$ cat config.mk
export PLATFORM = sky130hd
export DESIGN_NAME = modrm_ea_gen
export DESIGN_NICKNAME = d
export VERILOG_FILES = /design/src/rtl/modrm_ea_pkg.sv /design/src/rtl/modrm_field_dec.sv /design/src/rtl/modrm_ea_calc.sv /design/src/rtl/modrm_pa_calc.sv /design/src/rtl/modrm_ea_gen.sv
export SDC_FILE = /design/constraint.sdc
export NUM_CORES = 1
export LEC_CHECK = 0
export BUFFER_PORTS_ARGS = -buffer_cell sky130_fd_sc_hd__buf_4
export CAP_MARGIN = 20
export CORE_MARGIN = 1
export CORE_UTILIZATION = 47
export DETAILED_ROUTE_END_ITERATION = 12
export HOLD_SLACK_MARGIN = 0.02
export PLACE_DENSITY = 0.9
export SYNTH_ARGS = -nofsm -noshare
export SYNTH_HDL_FRONTEND = slang
export SYNTH_SLANG_ARGS = --single-unit
$ cat constraint.sdc
create_clock -name clk -period 7.2 [get_ports clk]
set_input_delay 0.36 -clock clk [delete_from_list [all_inputs] [get_ports clk]]
set_output_delay 0.36 -clock clk [all_outputs]
set_load 0.01 [all_outputs]
$ cat src/rtl/modrm_ea_pkg.sv
package modrm_ea_pkg;

    typedef enum logic [1:0] {
        SEG_DS  = 2'd0,
        SEG_SS  = 2'd1,
        SEG_OVR = 2'd2
    } seg_sel_e;

    typedef enum logic [1:0] {
        MODE_NODISP = 2'b00,
        MODE_DISP8  = 2'b01,
        MODE_DISP16 = 2'b10,
        MODE_REG    = 2'b11
    } mode_e;

    localparam logic [2:0] RM_DIRECT = 3'b110;

    typedef struct packed {
        logic       is_reg;
        logic [1:0] disp_len;
        logic       dir_to_reg;
        logic       is_word;
        logic [3:0] reg_id;
        logic [3:0] rm_reg_id;
    } dec_t;

    function automatic logic [1:0] disp_bytes(input mode_e mode, input logic [2:0] rm);
        case (mode)
            MODE_DISP8:  return 2'd1;
            MODE_DISP16: return 2'd2;
            MODE_NODISP: return (rm == RM_DIRECT) ? 2'd2 : 2'd0;
            default:     return 2'd0;
        endcase
    endfunction

    function automatic logic stack_default(input mode_e mode, input logic [2:0] rm);
        case (rm)
            3'b010, 3'b011: return 1'b1;
            RM_DIRECT:      return (mode != MODE_NODISP);
            default:        return 1'b0;
        endcase
    endfunction

endpackage

$ cat src/rtl/modrm_field_dec.sv
module modrm_field_dec
    import modrm_ea_pkg::*;
(
    input  logic [7:0] opcode,
    input  logic [7:0] modrm,
    output mode_e      mode,
    output logic [2:0] rm,
    output dec_t       dec
);
    always_comb begin
        mode           = mode_e'(modrm[7:6]);
        rm             = modrm[2:0];
        dec.is_reg     = (mode == MODE_REG);
        dec.disp_len   = disp_bytes(mode, rm);
        dec.dir_to_reg = opcode[1];
        dec.is_word    = opcode[0];
        dec.reg_id     = {opcode[0], modrm[5:3]};
        dec.rm_reg_id  = dec.is_reg ? {opcode[0], rm} : 4'd0;
    end
endmodule

$ cat src/rtl/modrm_ea_calc.sv
module modrm_ea_calc
    import modrm_ea_pkg::*;
#(
    parameter int unsigned ADDR_W = 16
) (
    input  mode_e              mode,
    input  logic [2:0]         rm,
    input  logic [7:0]         disp_lo,
    input  logic [7:0]         disp_hi,
    input  logic [ADDR_W-1:0]  reg_bx,
    input  logic [ADDR_W-1:0]  reg_bp,
    input  logic [ADDR_W-1:0]  reg_si,
    input  logic [ADDR_W-1:0]  reg_di,
    output logic [ADDR_W-1:0]  ea,
    output logic               use_stack
);
    logic [ADDR_W-1:0] base_t, index_t, disp_t;

    always_comb begin
        case (rm)
            3'b000, 3'b001, 3'b111: base_t = reg_bx;
            3'b010, 3'b011:         base_t = reg_bp;
            RM_DIRECT:              base_t = (mode == MODE_NODISP) ? '0 : reg_bp;
            default:                base_t = '0;
        endcase
        case (rm)
            3'b000, 3'b010, 3'b100: index_t = reg_si;
            3'b001, 3'b011, 3'b101: index_t = reg_di;
            default:                index_t = '0;
        endcase
        case (mode)
            MODE_DISP8:  disp_t = ADDR_W'($signed(disp_lo));
            MODE_DISP16: disp_t = ADDR_W'({disp_hi, disp_lo});
            MODE_NODISP: disp_t = (rm == RM_DIRECT) ? ADDR_W'({disp_hi, disp_lo}) : '0;
            default:     disp_t = '0;
        endcase
        ea        = base_t + index_t + disp_t;
        use_stack = stack_default(mode, rm);
    end
endmodule

$ cat src/rtl/modrm_pa_calc.sv
module modrm_pa_calc
    import modrm_ea_pkg::*;
#(
    parameter int unsigned ADDR_W    = 16,
    parameter int unsigned SEG_SHIFT = 4,
    parameter int unsigned PHYS_W    = 20
) (
    input  logic               is_reg,
    input  logic               use_stack,
    input  logic               ovr_en,
    input  logic [ADDR_W-1:0]  ovr_seg,
    input  logic [ADDR_W-1:0]  seg_ds,
    input  logic [ADDR_W-1:0]  seg_ss,
    input  logic [ADDR_W-1:0]  ea,
    output logic [PHYS_W-1:0]  pa,
    output seg_sel_e           seg_sel
);
    localparam int unsigned SHW = ADDR_W + SEG_SHIFT;

    logic [ADDR_W-1:0] seg_val;
    logic [SHW-1:0]    seg_base;

    always_comb begin
        if (ovr_en) begin
            seg_sel = SEG_OVR;
            seg_val = ovr_seg;
        end else if (use_stack) begin
            seg_sel = SEG_SS;
            seg_val = seg_ss;
        end else begin
            seg_sel = SEG_DS;
            seg_val = seg_ds;
        end
        seg_base = {seg_val, {SEG_SHIFT{1'b0}}};
        pa       = PHYS_W'(seg_base) + PHYS_W'(ea);
        if (is_reg) begin
            seg_sel = SEG_DS;
            pa      = '0;
        end
    end
endmodule

$ cat src/rtl/modrm_ea_gen.sv
module modrm_ea_gen
    import modrm_ea_pkg::*;
#(
    parameter int unsigned ADDR_W    = 16,
    parameter int unsigned SEG_SHIFT = 4,
    parameter int unsigned PHYS_W    = 20
) (
    input  logic               clk,
    input  logic               rst,
    input  logic               in_valid,
    input  logic [7:0]         opcode,
    input  logic [7:0]         modrm,
    input  logic [7:0]         disp_lo,
    input  logic [7:0]         disp_hi,
    input  logic [ADDR_W-1:0]  reg_bx,
    input  logic [ADDR_W-1:0]  reg_bp,
    input  logic [ADDR_W-1:0]  reg_si,
    input  logic [ADDR_W-1:0]  reg_di,
    input  logic [ADDR_W-1:0]  seg_ds,
    input  logic [ADDR_W-1:0]  seg_ss,
    input  logic               ovr_en,
    input  logic [ADDR_W-1:0]  ovr_seg,
    output logic               out_valid,
    output logic               is_reg,
    output logic [1:0]         disp_len,
    output logic               dir_to_reg,
    output logic               is_word,
    output logic [3:0]         reg_id,
    output logic [3:0]         rm_reg_id,
    output logic [1:0]         seg_sel,
    output logic [ADDR_W-1:0]  ea,
    output logic [PHYS_W-1:0]  pa
);
    mode_e             mode_c;
    logic [2:0]        rm_c;
    dec_t              dec_c;
    logic [ADDR_W-1:0] ea_raw, ea_c;
    logic              stack_c;
    logic [PHYS_W-1:0] pa_c;
    seg_sel_e          seg_c;

    modrm_field_dec u_dec (
        .opcode (opcode),
        .modrm  (modrm),
        .mode   (mode_c),
        .rm     (rm_c),
        .dec    (dec_c)
    );

    modrm_ea_calc #(.ADDR_W(ADDR_W)) u_ea (
        .mode      (mode_c),
        .rm        (rm_c),
        .disp_lo   (disp_lo),
        .disp_hi   (disp_hi),
        .reg_bx    (reg_bx),
        .reg_bp    (reg_bp),
        .reg_si    (reg_si),
        .reg_di    (reg_di),
        .ea        (ea_raw),
        .use_stack (stack_c)
    );

    assign ea_c = dec_c.is_reg ? '0 : ea_raw;

    modrm_pa_calc #(
        .ADDR_W    (ADDR_W),
        .SEG_SHIFT (SEG_SHIFT),
        .PHYS_W    (PHYS_W)
    ) u_pa (
        .is_reg    (dec_c.is_reg),
        .use_stack (stack_c),
        .ovr_en    (ovr_en),
        .ovr_seg   (ovr_seg),
        .seg_ds    (seg_ds),
        .seg_ss    (seg_ss),
        .ea        (ea_c),
        .pa        (pa_c),
        .seg_sel   (seg_c)
    );

    always_ff @(posedge clk) begin
        if (rst) begin
            out_valid  <= 1'b0;
            is_reg     <= 1'b0;
            disp_len   <= 2'd0;
            dir_to_reg <= 1'b0;
            is_word    <= 1'b0;
            reg_id     <= 4'd0;
            rm_reg_id  <= 4'd0;
            seg_sel    <= 2'd0;
            ea         <= '0;
            pa         <= '0;
        end else begin
            out_valid  <= in_valid;
            is_reg     <= dec_c.is_reg;
            disp_len   <= dec_c.disp_len;
            dir_to_reg <= dec_c.dir_to_reg;
            is_word    <= dec_c.is_word;
            reg_id     <= dec_c.reg_id;
            rm_reg_id  <= dec_c.rm_reg_id;
            seg_sel    <= seg_c;
            ea         <= ea_c;
            pa         <= pa_c;
        end
    end
endmodule

==> run metrics <==
Initial Utilization 0.4835; PortBufs approximately 190; Max Clk Rate 0.1612 GHz; vias per cell approximately 5.4; max reg flops 20; Routed WL between 10000 and 15000 um; number of H-tree levels 2; crit path time final roughly 6.2 ns; busiest metal layer after global routing met2; GRT Overall Usage 0.2592; global-route wire length before repair about 18000 um; number of synthesized flops with an enable pin 0; top_reg_cell synth dfxtp_1; worst path buffer plus inverter count 2; die area between 8000 and 9000 um^2; gr ovfl total 0; final core area utilization 0.6789; Cell Chain, Critical Path buf_4 > nand2_1 > and3_2 > a22oi_1 > fa_1 > inv_1 > ha_1 > a21o_1 > a21oi_1 > o211ai_1 > a2111oi_0 > or4_1 > nand2_1 > ha_1 > nand2_1 > o211a_1 > nor3_1 > o21ai_0 > a2111oi_2 > mux2i_1; Synth warnings 0; CTS resizes 0; initial antenna violation count 0; Clock Sinks roughly 50; largest registers pa (20), ea (16), rm_reg_id (4); met3 usage 0.03479; CP dominant cell by count nand2_1; Cells after Synth about 480; dpl hpwl 9453 um; DRT Pass-1 Iters 5; total negative slack 0 ns; leak pwr between 2 and 3 nW; worst-margin pin slew about 0.93 ns; Syn-to-layout area delta 40.42%; syn_nets approximately 670; CTS tree done; share of layout cells above drive strength 1 0.3470; I/O Pins 200; routing usage on met1 0.2991; max_cap viols 0; Final period util 0.8617; Die H 93.71 um; Setup Viol. Count Final 0; RSZ-0062 raised after global routing false; WL per Instance 15.19 um; Die X ~94 um; vias in the first global route ~4000; slew margin rel. 0.3772; crit path launch type input port; async set or reset register ratio after synthesis 0; PwrDens roughly 230 nW/um^2; DRT iter0 DRCs approximately 150; core area 8175 um^2; Critical Path RT between 7 and 8 ns; Mean Syn Cell Area ~8.3 um^2; via count around 4100; Worst setup EP type register; pin count of the biggest net entering global routing 33; GRT met2 Usage 0.4763; Pins Over Slew Limit 0; residual DRC count 0; Root Driver clkbuf_8; Post-CTS Repair Setup Buffers 0; Crit-path slowest cell and3_2; crit-path max FO 32; gpl congestion 0.8654; Hold-fix buffers, CTS 0; n_diodes 0; Crit Path Class input port to register; Yosys reg bits 51; peak supply drop ~110 uV; Worst path max stage delay about 0.79 ns; Setup WS pre-CTS roughly 0.8 ns; CTS clock-pin slew for the worst setup and hold paths 0.10 ns; worst endpoint data arrival time around 6.5 ns; final hold viol count 0; sequential area share after synthesis 0.2583; post-route ant nets 0; CTS max path bufs 2; status finished, final reports clean; Nets around 850; HP Class input port to register; Num CTS Buffers 5; family with the most delay on the worst path compound AO/OA/AOI/OAI gates; Biggest register pa; Distinct cells, synth 53; Rows 33; mapped cell area roughly 4000 um^2; worst setup margin roughly 1 ns
-- stage by stage --
step                      power (mW)  instance area, um^2  hold WS (ns)  std cells
after detailed placement       1.113                 5453        0.5823        754
after global routing           1.391                 5550        0.2703        762
after global placement         1.095                 5453        0.5795        754
final                          1.290                 5550        0.2693        762
after floorplan               0.8471                 3953        0.4316        475
after CTS                      1.292                 5550        0.2703        762
-- final timing paths --
check,start,to,cells past startpoint
max,modrm[0],pa[19],20
min,opcode[1],dir_to_reg,2
-- cells by family after synthesis --
logic type	share of synthesized area
AO/OA/AOI/OAI	0.1925
flip-flops	0.2583
adder cells (fa/ha/maj)	0.1684
XOR/XNOR	0.04558
buffers and inverters	0.05761
AND/OR/NAND/NOR	0.1817
multiplexers	0.09591
-- cells in the final DEF (no fill, tap or decap), drive strengths merged, types with 4 or more instances in the layout --
cell and count:
inv 36, a21o 9, ha 26, nand2 53, nor2 43, fa 17
dfxtp 51, or4 4, xor2 8, clkbuf 5, nor2b 7, a22oi 15
and3 5, xnor2 10, buf 195, o211ai 7, mux2i 17, and2 12
nor3 12, a211oi 7, o21ai 31, o21a 5, a21oi 30, mux2 16
-- power breakdown --
part	leakage, nW	switching [mW]	internal, mW
registers	0.422	0.0167	0.340
logic	2.30	0.405	0.351
clock network	0.0502	0.104	0.0722
-- final cells by class --
class	instances	area (um^2)
Fill cell	673	2625
Multi-Input combinational cell	368	2705
Tap cell	105	131.4
Inverter	35	131.4
Clock inverter	3	28.78
Timing Repair Buffer	195	1464
Sequential cell	51	1021
Clock buffer	5	68.82
-- Yosys cell counts (8+ instances only) --
| cell type | number | area [um^2] |
|---|---|---|
| clkbuf_1 | 11 | 41.29 |
| a21o_1 | 9 | 67.56 |
| nand2_1 | 53 | 198.9 |
| and2_1 | 12 | 75.07 |
| a22oi_1 | 15 | 112.6 |
| nor3_1 | 12 | 60.06 |
| dfxtp_1 | 51 | 1021 |
| a21oi_1 | 30 | 150.1 |
| fa_1 | 17 | 340.3 |
| nor2_1 | 43 | 161.4 |
| mux2i_1 | 15 | 150.1 |
| mux2_2 | 15 | 168.9 |
| xnor2_1 | 10 | 87.58 |
| o21ai_0 | 29 | 145.1 |
| xor2_1 | 8 | 70.07 |
| inv_1 | 35 | 131.4 |
| ha_1 | 26 | 325.3 |
-- per-layer routing --
| layer | part of all wire | vias up |
|---|---|---|
| met4 | 0.033 | 0 |
| li1 | - | 2014 |
| met2 | 0.51 | 169 |
| met5 | 0 | - |
| met3 | 0.054 | 27 |
| met1 | 0.41 | 1923 |
No activity file was read; power rests on OpenSTA's default activity.
